<file path="src/rtl/bitsel_pkg.sv">
package bitsel_pkg;
  typedef enum logic [1:0] {
    BOP_TEST   = 2'b00,
    BOP_CLEAR  = 2'b01,
    BOP_TOGGLE = 2'b10,
    BOP_SET    = 2'b11
  } bop_e;

  localparam int unsigned REG_BITS  = 32;
  localparam int unsigned MEM_BITS  = 8;
  localparam int unsigned HINT_W    = 4;
endpackage

</file>
<file path="src/rtl/bitsel_locate.sv">
// Turns the bit-number operand into a one-hot mask, reduced modulo the
// operand width chosen by the destination kind.
module bitsel_locate #(
  parameter int unsigned DATA_W = 32,
  parameter int unsigned MEM_W  = 8,
  localparam int unsigned IDX_W  = $clog2(DATA_W),
  localparam int unsigned MIDX_W = $clog2(MEM_W)
) (
  input  logic [DATA_W-1:0] bitnum,
  input  logic              is_mem,
  output logic [IDX_W-1:0]  index,
  output logic [DATA_W-1:0] mask,
  output logic              upper_half
);
  logic unused_hi;
  assign unused_hi = ^bitnum[DATA_W-1:IDX_W];

  always_comb begin
    if (is_mem) index = {{(IDX_W-MIDX_W){1'b0}}, bitnum[MIDX_W-1:0]};
    else        index = bitnum[IDX_W-1:0];
  end

  for (genvar b = 0; b < DATA_W; b++) begin : g_mask
    assign mask[b] = (index == IDX_W'(b));
  end

  assign upper_half = (index >= IDX_W'(DATA_W/2));
endmodule

</file>
<file path="src/rtl/bitsel_alu.sv">
// Per-bit modify network plus tested-bit extraction.
module bitsel_alu #(
  parameter int unsigned DATA_W = 32
) (
  input  bitsel_pkg::bop_e  op,
  input  logic [DATA_W-1:0] dest,
  input  logic [DATA_W-1:0] mask,
  output logic [DATA_W-1:0] result,
  output logic              zero,
  output logic              wb_en
);
  import bitsel_pkg::*;

  assign zero  = ~|(dest & mask);
  assign wb_en = (op != BOP_TEST);

  for (genvar b = 0; b < DATA_W; b++) begin : g_bit
    always_comb begin
      if (!mask[b]) begin
        result[b] = dest[b];
      end else begin
        unique case (op)
          BOP_CLEAR:  result[b] = 1'b0;
          BOP_TOGGLE: result[b] = ~dest[b];
          BOP_SET:    result[b] = 1'b1;
          default:    result[b] = dest[b];
        endcase
      end
    end
  end
endmodule

</file>
<file path="src/rtl/bitsel_cost.sv">
// Timing hint in half-cycles for the sequencer.
module bitsel_cost #(
  parameter int unsigned HINT_W     = 4,
  parameter int unsigned BASE_CLEAR = 8,
  parameter int unsigned BASE_OTHER = 4,
  parameter int unsigned UPPER_ADD  = 4
) (
  input  bitsel_pkg::bop_e  op,
  input  logic              is_mem,
  input  logic              upper_half,
  output logic [HINT_W-1:0] cycles
);
  import bitsel_pkg::*;

  logic [HINT_W-1:0] base;
  logic              penalty;

  always_comb begin
    base    = (op == BOP_CLEAR) ? HINT_W'(BASE_CLEAR) : HINT_W'(BASE_OTHER);
    penalty = !is_mem && upper_half && (op != BOP_TEST);
    cycles  = base + (penalty ? HINT_W'(UPPER_ADD) : '0);
  end
endmodule

</file>
<file path="src/rtl/bitsel_unit.sv">
module bitsel_unit #(
  parameter int unsigned DATA_W = bitsel_pkg::REG_BITS,
  parameter int unsigned MEM_W  = bitsel_pkg::MEM_BITS,
  parameter int unsigned HINT_W = bitsel_pkg::HINT_W
) (
  input  logic              clk,
  input  logic              rst_n,
  input  logic              in_valid,
  output logic              in_ready,
  input  logic [1:0]        in_op,
  input  logic [DATA_W-1:0] in_bitnum,
  input  logic [DATA_W-1:0] in_dest,
  input  logic              in_is_mem,
  output logic              out_valid,
  input  logic              out_ready,
  output logic [DATA_W-1:0] out_result,
  output logic              out_zero,
  output logic              out_wb_en,
  output logic [HINT_W-1:0] out_cycles
);
  import bitsel_pkg::*;

  localparam int unsigned IDX_W = $clog2(DATA_W);

  bop_e              op;
  logic [IDX_W-1:0]  idx;
  logic [DATA_W-1:0] mask;
  logic              upper;
  logic [DATA_W-1:0] alu_result;
  logic              alu_zero;
  logic              alu_wb;
  logic [HINT_W-1:0] cost;
  logic              accept;

  assign op = bop_e'(in_op);

  bitsel_locate #(.DATA_W(DATA_W), .MEM_W(MEM_W)) locate_i (
    .bitnum(in_bitnum), .is_mem(in_is_mem), .index(idx),
    .mask(mask), .upper_half(upper)
  );

  bitsel_alu #(.DATA_W(DATA_W)) alu_i (
    .op(op), .dest(in_dest), .mask(mask),
    .result(alu_result), .zero(alu_zero), .wb_en(alu_wb)
  );

  bitsel_cost #(.HINT_W(HINT_W)) cost_i (
    .op(op), .is_mem(in_is_mem), .upper_half(upper), .cycles(cost)
  );

  logic unused_idx;
  assign unused_idx = ^idx;

  assign in_ready = !out_valid || out_ready;
  assign accept   = in_valid && in_ready;

  always_ff @(posedge clk or negedge rst_n) begin
    if (!rst_n) begin
      out_valid  <= 1'b0;
      out_result <= '0;
      out_zero   <= 1'b0;
      out_wb_en  <= 1'b0;
      out_cycles <= '0;
    end else begin
      if (in_ready) out_valid <= in_valid;
      if (accept) begin
        out_result <= alu_result;
        out_zero   <= alu_zero;
        out_wb_en  <= alu_wb;
        out_cycles <= cost;
      end
    end
  end

  // stalled result is frozen
  a_r8_hold_stable: assert property (@(posedge clk) disable iff (!rst_n)
    out_valid && !out_ready |=> out_valid && $stable(out_result) &&
      $stable(out_zero) && $stable(out_wb_en) && $stable(out_cycles));

  // accepted operation appears next cycle
  a_r8_accept_shows: assert property (@(posedge clk) disable iff (!rst_n)
    accept |=> out_valid);

  // test neither changes nor requests a write
  a_r5_test_passthru: assert property (@(posedge clk) disable iff (!rst_n)
    in_valid && op == BOP_TEST |-> alu_result == in_dest && !alu_wb);

  // memory upper bits pass through
  a_r6_mem_upper: assert property (@(posedge clk) disable iff (!rst_n)
    in_valid && in_is_mem |-> alu_result[DATA_W-1:MEM_W] == in_dest[DATA_W-1:MEM_W]);

  // set never yields zero, clear never adds ones
  a_r4_set_nonzero: assert property (@(posedge clk) disable iff (!rst_n)
    in_valid && op == BOP_SET |-> alu_result != '0);
  a_r4_clear_shrinks: assert property (@(posedge clk) disable iff (!rst_n)
    in_valid && op == BOP_CLEAR |-> $countones(alu_result) <= $countones(in_dest));

  // a modifying op changes at most one bit
  a_r4_one_bit: assert property (@(posedge clk) disable iff (!rst_n)
    in_valid |-> $countones(alu_result ^ in_dest) <= 1);

  // hint is one of the legal costs
  a_r7_hint_range: assert property (@(posedge clk) disable iff (!rst_n)
    out_valid |-> out_cycles == HINT_W'(4) || out_cycles == HINT_W'(8) ||
      out_cycles == HINT_W'(12));
endmodule

</file>
<file path="config.mk">
export PLATFORM = sky130hd
export DESIGN_NAME = bitsel_unit
export DESIGN_NICKNAME = d
export VERILOG_FILES = /design/src/rtl/bitsel_pkg.sv /design/src/rtl/bitsel_locate.sv /design/src/rtl/bitsel_alu.sv /design/src/rtl/bitsel_cost.sv /design/src/rtl/bitsel_unit.sv
export SDC_FILE = /design/constraint.sdc
export NUM_CORES = 1
export LEC_CHECK = 0
export BUFFER_PORTS_ARGS = -buffer_cell sky130_fd_sc_hd__buf_4
export CORE_MARGIN = 8
export CORE_UTILIZATION = 51
export CTS_BUF_LIST = sky130_fd_sc_hd__clkbuf_2 sky130_fd_sc_hd__clkbuf_4 sky130_fd_sc_hd__clkbuf_8
export DETAILED_ROUTE_END_ITERATION = 12
export GPL_ROUTABILITY_DRIVEN = 1
export PLACE_DENSITY_LB_ADDON = 0.2
export SLEW_MARGIN = 20
export SYNTH_ARGS = -nofsm -noshare
export SYNTH_HDL_FRONTEND = slang
export SYNTH_SLANG_ARGS = --single-unit
</file>
<file path="constraint.sdc">
create_clock -name clk -period 1.5 [get_ports clk]
set_input_delay 0.3 -clock clk [delete_from_list [all_inputs] [get_ports clk]]
set_output_delay 0.3 -clock clk [all_outputs]
set_load 0.02 [all_outputs]
</file>
==> results.tsv <==
metric	value	unit
status	finished, final reports clean	
mux share of post-synthesis cell area	0.03195	
Rel. slew slack	0.6531	
switching portion of total power	0.3480	
Site Rows	27	
Pleak	1.796	nW
crit end category	flop	
sequential share of power	0.386	
Critical path buffers and inverters	2	
vias per std cell	6.031	
Antenna Nets Post-Route	0	
fmax	691.6	MHz
Comb pwr share	0.377	
FF/Latch Area	925.9	µm²
crit-path leading delay family	simple AND/OR/NAND/NOR gates	
clk root buf	clkbuf_8	
final setup fails	0	
vias in the first global route	3305	
share of Yosys cell area claimed by the top area cell type	0.3239	
initial antenna violation count	0	
final hold violations	0	
IO Count	111	
CP Class	input pin to flop	
Seq/Total Area, Yosys	0.3239	
initial DRC count	195	
wl on met1	4326	µm
Post-synth EDFFs	0	
Yosys Warn Count	0	
unrepaired setup endpoints after global routing	true	
CTS clock-pin slew for the worst setup and hold paths	0.07	ns
TritonCTS Buffers	5	
Die W	90.87	µm
Initial Util	0.5224	
area of the multi-input gates	0.001854	mm²
post-DP HPWL	7305	µm
die footprint	0.008257	mm²
grt ovf	0	
Hold Path Class	input pin to flop	
Worst Path Required	1.67	ns
post-synthesis xor/xnor area fraction	0	
count of cell types in the netlist	46	
Die Ht	90.87	µm
Least-Margin Pin Slew	0.5204	ns
Max Slew Vio Count	0	
fraction of final layout cells sized beyond drive strength 1	0.3445	
Syn Area/Cell	7.685	µm²
cell mode on critical path	buf_4	
maxcap violations	0	
routed wl met3	586	µm
final net count	550	
Synth Area in Adders	0	
WL/cell	17.67	µm
cells after synthesis	372	
routability cong.	0.8999	
Clk pwr share	0.237	
WL final	9737	µm
ratio of final minimum period to clock period	0.9639	
startpoint types	input pin	
Switch Pwr	0.001089	W
Layout Skew	0.006080	ns
Clock Tree Buf Depth	2	
Skew-Pair Late Insertion Delay	0.29	ns
power per cell area	773.8	mW/mm²
drc violations	0	
VDD IR max	0.5250	mV
ys async rst share	1.000	
port bufs	81	
Synth Area in Simple Gates	0.3352	
Layout area overhead	41.49	%
Vias	3323	
total power	0.003130	W
area leader, netlist	dfrtp_1	
slowest CP cell	o41ai_1	
Setup TNS	0	ns
Core ar.	0.005473	mm²
DRT Pass-1 Iters	4	
Filler cells	451	
Synth Area in Compound Gates	0.2451	
crit path DAT	1.61	ns
top post-synthesis cells by count	nand2_1, a21oi_1, dfrtp_1, nand3_1, clkbuf_1	
flops & latches, synth	37	
worst-path fanout max	7	
maximum number of pins on one net before global-route repair	38	
WL met2	4751	µm
first-pass GRT wire length	16150	µm
Cell Area, Synth	0.002859	mm²
TritonCTS clock tree	yes	
CP peak stage delay	0.33	ns
antenna fix cells	0	
most common cell in the netlist	nand2_1	
crit path cell chain	buf_4 > buf_4 > nand3b_1 > nor2_1 > a21oi_1 > o41ai_1	
post-layout min period	1.446	ns
# H-tree levels	2	
Cell Int Power	0.002041	W
largest family of logic cells by synthesized area	simple AND/OR/NAND/NOR gates	
Main synth FF type	dfrtp_1	
DR top layer	met4	
cells taking the most area after synthesis	dfrtp_1, nand2_1, a21oi_1	
CTS sink count	37	
Tot GR Track Use	0.2339	
Setup Buffers After CTS	0	
-- cells by family (layout without fill, tap and decap cells) --
kind of cell,Yosys count,in the layout
buffers and inverters,39,145
AO/OA/AOI/OAI,109,109
multiplexers,9,9
AND/OR/NAND/NOR,177,177
flip-flops,37,37
other,1,2
-- metal layers --
layer  global-route usage  vias to the layer above
met2               0.4019                      113
met5                    0                        -
met4              0.05184                        0
met1               0.2912                     1600
met3              0.04904                        6
li1                     -                     1604
-- sequential cells by signal, indices dropped and copies added, names as in the netlist --
name,cells
out_zero,1
out_result,32
out_cycles,2
out_valid,1
out_wb_en,1
-- area by class of cell --
class,instances,area share
Tap cell,72,0.02227
Clock buffer,7,0.02227
Sequential cell,37,0.2289
Timing Repair Buffer,137,0.2672
Multi-Input combinational cell,297,0.4584
Inverter,1,0.0009279
-- cell usage in the layout, fill, tap and decap left out, types with 4 or more instances in the layout --
| cell | count |
|---|---|
| nor4_2 | 4 |
| o21ai_1 | 7 |
| o41ai_1 | 13 |
| nor2b_1 | 4 |
| o21ai_0 | 9 |
| buf_4 | 132 |
| nand2b_1 | 4 |
| o31ai_1 | 11 |
| clkbuf_8 | 6 |
| buf_12 | 4 |
| nand3_1 | 20 |
| dfrtp_1 | 37 |
| mux2i_1 | 8 |
| a211oi_1 | 8 |
| nor3_1 | 4 |
| nand3b_1 | 12 |
| nand2_1 | 66 |
| and3_1 | 6 |
| a21oi_1 | 42 |
| nor2_1 | 11 |
| and4_1 | 16 |
| nor3b_1 | 6 |
-- power groups by stage --
stage / combinational (W) / clock (W) / sequential, W
final: 0.00118 / 0.000740 / 0.00121
after global placement: 0.00114 / 0 / 0.00122
after CTS: 0.00116 / 0.000751 / 0.00121
after global routing: 0.00127 / 0.000782 / 0.00122
after floorplan: 0.000407 / 0 / 0.00139
after detailed placement: 0.00116 / 0 / 0.00123
-- final timing paths --
path	startpoint	end	slack (ns)	cells after the start
hold / removal	in_valid	out_valid$_DFFE_PN0N_	0.23	2
min in group asynchronous	rst_n	out_result[9]$_DFFE_PN0P_	0.56	2
hold reg to reg	out_result[15]$_DFFE_PN0P_	out_result[15]$_DFFE_PN0P_	0.48	2
setup / recovery	in_is_mem	out_result[28]$_DFFE_PN0P_	0.05	6
max in group asynchronous	rst_n	out_result[28]$_DFFE_PN0P_	0.58	2
setup reg to reg	out_valid$_DFFE_PN0N_	out_zero$_DFFE_PN0P_	0.10	5
-- stage by stage --
stage / hold slack, ns / instances / setup WS (ns) / util / cell area [µm²]
finish: 0.2291 / 551 / 0.05409 / 0.7391 / 4045
global route: 0.2540 / 551 / -0.03681 / 0.7391 / 4045
CTS: 0.2228 / 551 / 0.02846 / 0.7243 / 3964
detailed placement: 0.2998 / 543 / -0.2629 / 0.7060 / 3864
global placement: 0.2902 / 543 / -0.2491 / 0.7060 / 3864
floorplan: 0.004409 / 373 / -0.03353 / - / 2872
-- timing repair --
action,in CTS,in global routing
hold buffers,1,0
endpoints found under the hold margin,25,0
gates resized for setup,0,16
setup endpoints to repair,0,12
Note: power is estimated with default switching activity, not from simulation.
